[src/rtl/serial_cmd_rx_pkg.sv]
package serial_cmd_rx_pkg;
  localparam int BYTE_W      = 8;
  localparam int FRAME_BYTES = 8;
  localparam int FRAME_BITS  = BYTE_W * FRAME_BYTES;
  localparam int HDR_W       = 3;
  localparam logic [HDR_W-1:0] HDR_INIT = 3'b111;
  localparam logic [HDR_W-1:0] HDR_RUN  = 3'b000;
  localparam int MON_W    = 4;
  localparam int CHOP_W   = 5;
  localparam int MSEL_W   = 7;
  localparam int PULSE_W  = 6;
  localparam int PERIOD_W = 15;

  typedef struct packed {
    logic [BYTE_W-1:0] start_wait;
    logic [BYTE_W-1:0] drive_wait;
    logic [CHOP_W-1:0] chop_code;
    logic              osc_internal;
    logic [MSEL_W-1:0] mon_sel;
    logic [BYTE_W-1:0] iref_a;
    logic [BYTE_W-1:0] iref_b;
  } init_cfg_t;

  typedef struct packed {
    logic                dir;
    logic                en;
    logic [PULSE_W-1:0]  pulses;
    logic [PERIOD_W-1:0] period;
    logic                iset;
  } chan_cfg_t;
endpackage

[src/rtl/serial_cmd_rx_sync.sv]
module serial_cmd_rx_sync #(
  parameter int WIDTH  = 3,
  parameter int STAGES = 2
) (
  input  logic             clk,
  input  logic             rst_n,
  input  logic [WIDTH-1:0] async_in,
  output logic [WIDTH-1:0] lvl,
  output logic [WIDTH-1:0] rise,
  output logic [WIDTH-1:0] fall
);
  logic [STAGES-1:0][WIDTH-1:0] pipe_q;
  logic [WIDTH-1:0]             prev_q;

  always_ff @(posedge clk or negedge rst_n) begin
    if (!rst_n) begin
      pipe_q <= '0;
      prev_q <= '0;
    end else begin
      pipe_q <= {pipe_q[STAGES-2:0], async_in};
      prev_q <= pipe_q[STAGES-1];
    end
  end

  assign lvl = pipe_q[STAGES-1];

  for (genvar i = 0; i < WIDTH; i++) begin : g_edge
    assign rise[i] = lvl[i] & ~prev_q[i];
    assign fall[i] = ~lvl[i] & prev_q[i];
  end
endmodule

[src/rtl/serial_cmd_rx_shift.sv]
module serial_cmd_rx_shift #(
  parameter int FRAME_BITS = 64
) (
  input  logic                  clk,
  input  logic                  rst_n,
  input  logic                  sclk_rise,
  input  logic                  sdata_lvl,
  input  logic                  strobe_lvl,
  input  logic                  strobe_rise,
  input  logic                  strobe_fall,
  output logic [FRAME_BITS-1:0] frame,
  output logic                  frame_vld
);
  localparam int CNT_W = $clog2(FRAME_BITS + 2);
  localparam logic [CNT_W-1:0] CNT_FULL = CNT_W'(FRAME_BITS);
  localparam logic [CNT_W-1:0] CNT_OVER = CNT_W'(FRAME_BITS + 1);

  logic [FRAME_BITS-1:0] sh_q, sh_d;
  logic [CNT_W-1:0]      cnt_q, cnt_d;
  logic                  vld_q, vld_d;
  logic                  shift_en;

  assign shift_en = strobe_lvl & sclk_rise & ~strobe_rise;

  always_comb begin
    sh_d  = sh_q;
    cnt_d = cnt_q;
    vld_d = 1'b0;
    if (strobe_rise) begin
      cnt_d = '0;
    end else if (shift_en) begin
      sh_d = {sdata_lvl, sh_q[FRAME_BITS-1:1]};
      if (cnt_q != CNT_OVER) cnt_d = cnt_q + 1'b1;
    end
    if (strobe_fall && cnt_q == CNT_FULL) vld_d = 1'b1;
  end

  always_ff @(posedge clk or negedge rst_n) begin
    if (!rst_n) begin
      sh_q  <= '0;
      cnt_q <= '0;
      vld_q <= 1'b0;
    end else begin
      sh_q  <= sh_d;
      cnt_q <= cnt_d;
      vld_q <= vld_d;
    end
  end

  assign frame     = sh_q;
  assign frame_vld = vld_q;

  // nothing is captured while the strobe is low
  assert_hold_low_R2: assert property (@(posedge clk) disable iff (!rst_n)
    !strobe_lvl |=> $stable(sh_q));
  // a completion is reported for one cycle per strobe fall
  assert_vld_pulse_R6: assert property (@(posedge clk) disable iff (!rst_n)
    vld_q |=> !vld_q);
endmodule

[src/rtl/serial_cmd_rx_check.sv]
module serial_cmd_rx_check
  import serial_cmd_rx_pkg::*;
#(
  parameter int NBYTES = FRAME_BYTES
) (
  input  logic                     clk,
  input  logic                     rst_n,
  input  logic [NBYTES*BYTE_W-1:0] frame,
  input  logic                     frame_vld,
  output logic                     sum_good,
  output logic                     load_init,
  output logic                     load_run,
  output logic                     reject
);
  logic [BYTE_W-1:0] acc;
  logic [HDR_W-1:0]  hdr;
  logic              hdr_init, hdr_run;

  always_comb begin
    acc = '0;
    for (int k = 0; k < NBYTES; k++) acc = acc + frame[k*BYTE_W +: BYTE_W];
  end

  assign hdr      = frame[BYTE_W-1 -: HDR_W];
  assign hdr_init = (hdr == HDR_INIT);
  assign hdr_run  = (hdr == HDR_RUN);
  assign sum_good = (acc == '0);

  assign load_init = frame_vld & sum_good & hdr_init;
  assign load_run  = frame_vld & sum_good & hdr_run;
  assign reject    = frame_vld & ~(sum_good & (hdr_init | hdr_run));

  // at most one decision per frame
  assert_decide_R5: assert property (@(posedge clk) disable iff (!rst_n)
    $onehot0({load_init, load_run, reject}));
  // every completed frame gets exactly one decision
  assert_decide_all_R5: assert property (@(posedge clk) disable iff (!rst_n)
    frame_vld |-> $countones({load_init, load_run, reject}) == 1);
endmodule

[src/rtl/serial_cmd_rx.sv]
module serial_cmd_rx
  import serial_cmd_rx_pkg::*;
#(
  parameter int SYNC_STAGES = 2
) (
  input  logic                clk,
  input  logic                rst_n,
  input  logic                ser_clk,
  input  logic                ser_data,
  input  logic                ser_strobe,
  output logic [MON_W-1:0]    mon_release,
  output logic                csum_ok,
  output logic                frame_err,
  output logic [BYTE_W-1:0]   init_start_wait,
  output logic [BYTE_W-1:0]   init_drive_wait,
  output logic [CHOP_W-1:0]   init_chop_code,
  output logic                init_osc_internal,
  output logic [MSEL_W-1:0]   init_mon_sel,
  output logic [BYTE_W-1:0]   init_iref_a,
  output logic [BYTE_W-1:0]   init_iref_b,
  output logic                a_dir,
  output logic                a_en,
  output logic [PULSE_W-1:0]  a_pulses,
  output logic [PERIOD_W-1:0] a_period,
  output logic                a_iset,
  output logic                b_dir,
  output logic                b_en,
  output logic [PULSE_W-1:0]  b_pulses,
  output logic [PERIOD_W-1:0] b_period,
  output logic                b_iset
);
  localparam int SIG_SCLK = 0;
  localparam int SIG_DATA = 1;
  localparam int SIG_STB  = 2;

  logic [2:0] s_lvl, s_rise, s_fall;
  logic [FRAME_BITS-1:0] frame;
  logic frame_vld, sum_good, load_init, load_run, reject;

  serial_cmd_rx_sync #(.WIDTH(3), .STAGES(SYNC_STAGES)) u_sync (
    .clk(clk), .rst_n(rst_n),
    .async_in({ser_strobe, ser_data, ser_clk}),
    .lvl(s_lvl), .rise(s_rise), .fall(s_fall)
  );

  serial_cmd_rx_shift #(.FRAME_BITS(FRAME_BITS)) u_shift (
    .clk(clk), .rst_n(rst_n),
    .sclk_rise(s_rise[SIG_SCLK]), .sdata_lvl(s_lvl[SIG_DATA]),
    .strobe_lvl(s_lvl[SIG_STB]), .strobe_rise(s_rise[SIG_STB]),
    .strobe_fall(s_fall[SIG_STB]),
    .frame(frame), .frame_vld(frame_vld)
  );

  serial_cmd_rx_check #(.NBYTES(FRAME_BYTES)) u_check (
    .clk(clk), .rst_n(rst_n),
    .frame(frame), .frame_vld(frame_vld),
    .sum_good(sum_good), .load_init(load_init),
    .load_run(load_run), .reject(reject)
  );

  // byte k of the frame (1-based)
  function automatic logic [BYTE_W-1:0] fbyte(input logic [FRAME_BITS-1:0] f, input int k);
    return f[(k-1)*BYTE_W +: BYTE_W];
  endfunction

  init_cfg_t init_q, init_d, init_dec;
  chan_cfg_t cha_q, cha_d, cha_dec;
  chan_cfg_t chb_q, chb_d, chb_dec;
  logic [MON_W-1:0] mon_q, mon_d;
  logic csum_q, csum_d, err_q, err_d;

  always_comb begin
    init_dec.start_wait   = fbyte(frame, 2);
    init_dec.drive_wait   = fbyte(frame, 3);
    init_dec.chop_code    = fbyte(frame, 4)[CHOP_W-1:0];
    init_dec.osc_internal = fbyte(frame, 4)[BYTE_W-1];
    init_dec.mon_sel      = fbyte(frame, 5)[MSEL_W-1:0];
    init_dec.iref_a       = fbyte(frame, 6);
    init_dec.iref_b       = fbyte(frame, 7);

    cha_dec.dir    = fbyte(frame, 2)[7];
    cha_dec.en     = fbyte(frame, 2)[6];
    cha_dec.pulses = fbyte(frame, 2)[PULSE_W-1:0];
    cha_dec.period = {fbyte(frame, 4)[PERIOD_W-BYTE_W-1:0], fbyte(frame, 3)};
    cha_dec.iset   = fbyte(frame, 4)[7];

    chb_dec.dir    = fbyte(frame, 5)[7];
    chb_dec.en     = fbyte(frame, 5)[6];
    chb_dec.pulses = fbyte(frame, 5)[PULSE_W-1:0];
    chb_dec.period = {fbyte(frame, 7)[PERIOD_W-BYTE_W-1:0], fbyte(frame, 6)};
    chb_dec.iset   = fbyte(frame, 7)[7];
  end

  always_comb begin
    init_d = init_q;
    cha_d  = cha_q;
    chb_d  = chb_q;
    mon_d  = mon_q;
    csum_d = csum_q;
    err_d  = 1'b0;
    if (frame_vld) begin
      csum_d = sum_good;
      err_d  = reject;
    end
    if (load_init) init_d = init_dec;
    if (load_run) begin
      cha_d = cha_dec;
      chb_d = chb_dec;
    end
    if (load_init || load_run) mon_d = fbyte(frame, 1)[MON_W-1:0];
  end

  always_ff @(posedge clk or negedge rst_n) begin
    if (!rst_n) begin
      init_q <= '0;
      cha_q  <= '0;
      chb_q  <= '0;
      mon_q  <= '1;
      csum_q <= 1'b1;
      err_q  <= 1'b0;
    end else begin
      init_q <= init_d;
      cha_q  <= cha_d;
      chb_q  <= chb_d;
      mon_q  <= mon_d;
      csum_q <= csum_d;
      err_q  <= err_d;
    end
  end

  assign mon_release       = mon_q;
  assign csum_ok           = csum_q;
  assign frame_err         = err_q;
  assign init_start_wait   = init_q.start_wait;
  assign init_drive_wait   = init_q.drive_wait;
  assign init_chop_code    = init_q.chop_code;
  assign init_osc_internal = init_q.osc_internal;
  assign init_mon_sel      = init_q.mon_sel;
  assign init_iref_a       = init_q.iref_a;
  assign init_iref_b       = init_q.iref_b;
  assign a_dir    = cha_q.dir;
  assign a_en     = cha_q.en;
  assign a_pulses = cha_q.pulses;
  assign a_period = cha_q.period;
  assign a_iset   = cha_q.iset;
  assign b_dir    = chb_q.dir;
  assign b_en     = chb_q.en;
  assign b_pulses = chb_q.pulses;
  assign b_period = chb_q.period;
  assign b_iset   = chb_q.iset;

  // the status flag moves only after a completed frame
  assert_csum_update_R4: assert property (@(posedge clk) disable iff (!rst_n)
    !$stable(csum_q) |-> $past(frame_vld));
  // monitor controls move only after an accepted frame
  assert_mon_update_R7: assert property (@(posedge clk) disable iff (!rst_n)
    !$stable(mon_q) |-> $past(load_init || load_run));
  // init bank moves only after an accepted init frame
  assert_init_hold_R9: assert property (@(posedge clk) disable iff (!rst_n)
    !$stable(init_q) |-> $past(load_init));
  // channel banks move only after an accepted run-time frame
  assert_run_hold_R10: assert property (@(posedge clk) disable iff (!rst_n)
    (!$stable(cha_q) || !$stable(chb_q)) |-> $past(load_run));
  // error is a single-cycle pulse
  assert_err_pulse_R8: assert property (@(posedge clk) disable iff (!rst_n)
    err_q |=> !err_q);
  // an error never comes with a bank change
  assert_err_no_load_R8: assert property (@(posedge clk) disable iff (!rst_n)
    err_q |-> ($stable(init_q) && $stable(cha_q) && $stable(chb_q) && $stable(mon_q)));
endmodule

[config.mk]
export PLATFORM = sky130hd
export DESIGN_NAME = serial_cmd_rx
export DESIGN_NICKNAME = d
export VERILOG_FILES = /design/src/rtl/serial_cmd_rx_pkg.sv /design/src/rtl/serial_cmd_rx_sync.sv /design/src/rtl/serial_cmd_rx_shift.sv /design/src/rtl/serial_cmd_rx_check.sv /design/src/rtl/serial_cmd_rx.sv
export SDC_FILE = /design/constraint.sdc
export NUM_CORES = 1
export LEC_CHECK = 0
export BUFFER_PORTS_ARGS = -buffer_cell sky130_fd_sc_hd__buf_2
export CAP_MARGIN = 20
export CELL_PAD_IN_SITES_DETAIL_PLACEMENT = 1
export CELL_PAD_IN_SITES_GLOBAL_PLACEMENT = 2
export CORE_ASPECT_RATIO = 1.5
export CORE_UTILIZATION = 40
export DETAILED_ROUTE_END_ITERATION = 12
export GPL_ROUTABILITY_DRIVEN = 0
export PLACE_DENSITY_LB_ADDON = 0.1
export SYNTH_ARGS = -nofsm -noshare
export SYNTH_HDL_FRONTEND = slang
export SYNTH_SLANG_ARGS = --single-unit
[constraint.sdc]
create_clock -name clk -period 13 [get_ports clk]
set_input_delay 0.65 -clock clk [delete_from_list [all_inputs] [get_ports clk]]
set_output_delay 0.65 -clock clk [all_outputs]
set_load 0.05 [all_outputs]
==> flow_metrics.py <==
metrics = {
    "run_status": {
        "status": "complete, no violations",
    },
    "cts": {
        "htreeDepth": 4,
        "cts_tree": "yes",
        "holdBufCountCts": 0,
        "root_buffer": "clkbuf_16",
        "clk_latency_ns": 0.43,
        "cts_buffer_depth": 2,
        "cts.sinks": 179,
        "postCtsResizedCells": 0,
        "clk_pin_slew_worst_paths_ns": 0.07,
        "cts_buffers": 17,
        "cts_setup_buffers": 0,
    },
    "logic_synthesis": {
        "synth_cell_types": 35,
        "yosysWarnings": 0,
        "synthCells": 545,
        "synth_seq_cells": 179,
        "asyncSetResetFlopFracSynth_pct": 100.0,
        "synth_edf_count": 0,
        "netlist_area_um2": 8073,
        "synth-main-ff-cell": "dfrtp_1",
        "syn-num-nets": 600,
        "postSynthAreaPerCell_um2": 14.81,
        "yosysSeqAreaShare_pct": 55.56,
    },
    "route": {
        "wl_per_cell_um": 18.30,
        "ant_nets": 0,
        "totalWireLength_um": 16950,
        "viasPerCell": 4.828,
        "vias": 4471,
        "first_iter_violations": 112,
        "drc_errors": 0,
        "dr.pass1.iters": 4,
    },
    "layout": {
        "num-nets-final": 708,
        "post-route-util_pct": 47.56,
        "final_common_cell": "dfrtp_1",
        "regArea_um2": 4486,
        "syn_to_final_growth_pct": 16.55,
        "stdcell_count": 926,
        "fin_area_um2": 9409,
        "final_cell_mix": "174 x dfrtp_1, 123 x mux2_2, 102 x buf_2",
        "antenna_cells": 0,
        "layout-drive-gt1-share_pct": 43.69,
        "multiInputGateArea_um2": 3273,
        "fill_cells": 1998,
    },
    "global_route": {
        "grt_first_pass_wirelength_um": 28360,
        "track_usage_pct": 18.05,
        "grtUsageMet2_pct": 31.84,
        "grt_antenna_before_repair": 0,
        "grt_pass1_vias": 5123,
        "busiest_layer": "met2",
        "grtUsageMet3_pct": 3.779,
        "grt_max_degree": 79,
        "grtUsageMet1_pct": 21.99,
        "grt-ovfl-total": 0,
    },
    "power": {
        "ir_worst_vdd_mv": 0.07279,
        "powerDensity_nw_per_um2": 120.3,
        "power_mw": 1.132,
        "leakagePower_nw": 4.926,
    },
    "die": {
        "rows": 63,
        "die_h_um": 176.0,
        "core_area_um2": 19790,
        "pin_count": 104,
        "die_area_um2": 20770,
        "initial_core_util_pct": 40.80,
        "die_x_um": 118.0,
    },
    "critical_path": {
        "crit_required_ns": 13.31,
        "path_common_cell": "fa_1",
        "crit_cells": 14,
        "endpoint_kind": "flip-flop",
        "crit_chain": "fa_1, inv_1, fa_1, fa_1, fa_1, inv_1, ha_1, inv_1, fa_1, nor4b_1, nand4b_1, a21oi_1, nand4_4, mux2_1",
        "crit_buf_inv": 3,
        "max_stage_delay_ns": 0.77,
        "r2r_start": "u_shift.frame[26]$_DFFE_PN0P_",
        "r2r-end": "init_iref_a[0]$_DFFE_PN0P_",
        "crit_path_end": "init_iref_a[0]$_DFFE_PN0P_",
        "rrSetupSlack_ns": 7.17,
        "critPathSlowestCell": "nand4_4",
        "cp-start-kind": "flip-flop",
        "crit_fanout": 45,
        "crit_family": "adder cells",
        "reg2regPathDepth": 14,
        "startpoint": "u_shift.frame[26]$_DFFE_PN0P_",
        "worstPathArrival_ns": 6.14,
        "path_class": "reg -> reg",
    },
    "timing": {
        "fin_worst_skew_ns": 0.009135,
        "hold_viol": 0,
        "slew_violations": 0,
        "setup_tns_ns": 0,
        "slew_headroom_pct": 37.77,
        "setup_viol": 0,
        "worst_pin_slew_ns": 0.9334,
        "post-route-period-util_pct": 44.83,
        "finalCriticalPeriod_ns": 5.828,
        "rsz0062_at_grt": "no",
        "whs_ns": 0.1637,
        "timing.fmax_ghz": 0.1716,
        "setup_slack_ns": 7.172,
    },
    "flow_run": {
        "cap_violations": 0,
    },
    "placement": {
        "dp_hpwl_um": 12250,
        "dpl_cell_area_um2": 8838,
        "post-place-ws_ns": 7.059,
        "place_inst": 894,
        "port_buffers": 103,
    },
    "worst_hold_path": {
        "hold_path_class": "in -> async",
    },
}
## how the worst min path moves through the flow
stage | depth (start not counted) | slack [ns] | end | from
4_1_cts | 1 | 0.19 | u_shift.frame[3]$_DFFE_PN0P_ | rst_n
5_1_grt | 1 | 0.20 | a_pulses[2]$_DFFE_PN0P_ | rst_n
2_1_floorplan | 0 | 0.33 | u_sync.lvl[0]$_DFF_PN0_ | u_sync.pipe_q[0]$_DFF_PN0_
3_5_place_dp | 0 | 0.34 | u_sync.lvl[2]$_DFF_PN0_ | u_sync.pipe_q[2]$_DFF_PN0_
6_report | 1 | 0.16 | a_pulses[2]$_DFFE_PN0P_ | rst_n
3_3_place_gp | 0 | 0.33 | u_sync.lvl[0]$_DFF_PN0_ | u_sync.pipe_q[0]$_DFF_PN0_
## power breakdown
| part | switching (mW) | total [mW] | internal [mW] |
|---|---|---|---|
| Sequential | 0.00420 | 0.568 | 0.563 |
| Combinational | 0.0411 | 0.0627 | 0.0216 |
| Clock | 0.231 | 0.501 | 0.271 |
| Total | 0.276 | 1.13 | 0.856 |
## registers in the layout (all words and copies together), names as in the netlist, 7 cells and up
register / cells
a_period: 15
b_period: 15
init_drive_wait: 8
init_iref_a: 8
init_iref_b: 8
init_mon_sel: 7
init_start_wait: 8
u_shift.cnt_q: 7
u_shift.frame: 64
## worst reg2reg max path, stage by stage (launching register included)
cell and delay (ns):
dfrtp_1 0.44, fa_1 0.57, inv_1 0.08, fa_1 0.47, fa_1 0.54, fa_1 0.50
inv_1 0.07, ha_1 0.16, inv_1 0.06, fa_1 0.49, nor4b_1 0.24, nand4b_1 0.13
a21oi_1 0.51, nand4_4 0.78, mux2_1 0.67
## kinds of logic after synthesis
group / synth area share, %
AO/OA/AOI/OAI: 1.829
multiplexers: 21.44
XOR/XNOR: 2.433
AND/OR/NAND/NOR: 3.332
adder cells (fa/ha/maj): 11.38
flip-flops: 55.56
buffers and inverters: 4.030
## cell type report
class	instances	share of cell area [%]
timing repair buffer	107	5.864
tap	260	3.457
inverter	54	2.154
multi-input combinational	294	34.79
clock inverter	14	1.503
sequential	179	47.67
clock buffer	18	4.561
## synthesized netlist by cell type (2+ instances only)
cell / instances / area, um2
buf_2: 2 / 10.01
buf_6: 7 / 78.83
inv_1: 54 / 202.7
xnor2_1: 10 / 87.58
or3_1: 3 / 18.77
mux2_2: 123 / 1385
clkbuf_1: 4 / 15.01
fa_1: 39 / 780.8
nor2_1: 8 / 30.03
buf_1: 5 / 18.77
ha_1: 11 / 137.6
nor3_1: 2 / 10.01
nand3_1: 4 / 20.02
nand4b_1: 2 / 17.52
xor2_1: 4 / 35.03
dfstp_2: 5 / 131.4
mux2_1: 4 / 45.04
nand2_1: 23 / 86.33
mux2_4: 20 / 300.3
o21ai_0: 18 / 90.09
nor2b_1: 2 / 12.51
nand4_1: 2 / 12.51
dfrtp_1: 174 / 4354
o21a_1: 2 / 15.01
a21oi_1: 7 / 35.03
## routing by layer
layer / up-vias / part of all wire (%)
met3: 16 / 3.2
li1: 2046 / -
met4: 0 / 1.2
met2: 80 / 54
met5: - / 0
met1: 2329 / 42
No activity file was read; power rests on OpenSTA's default activity.
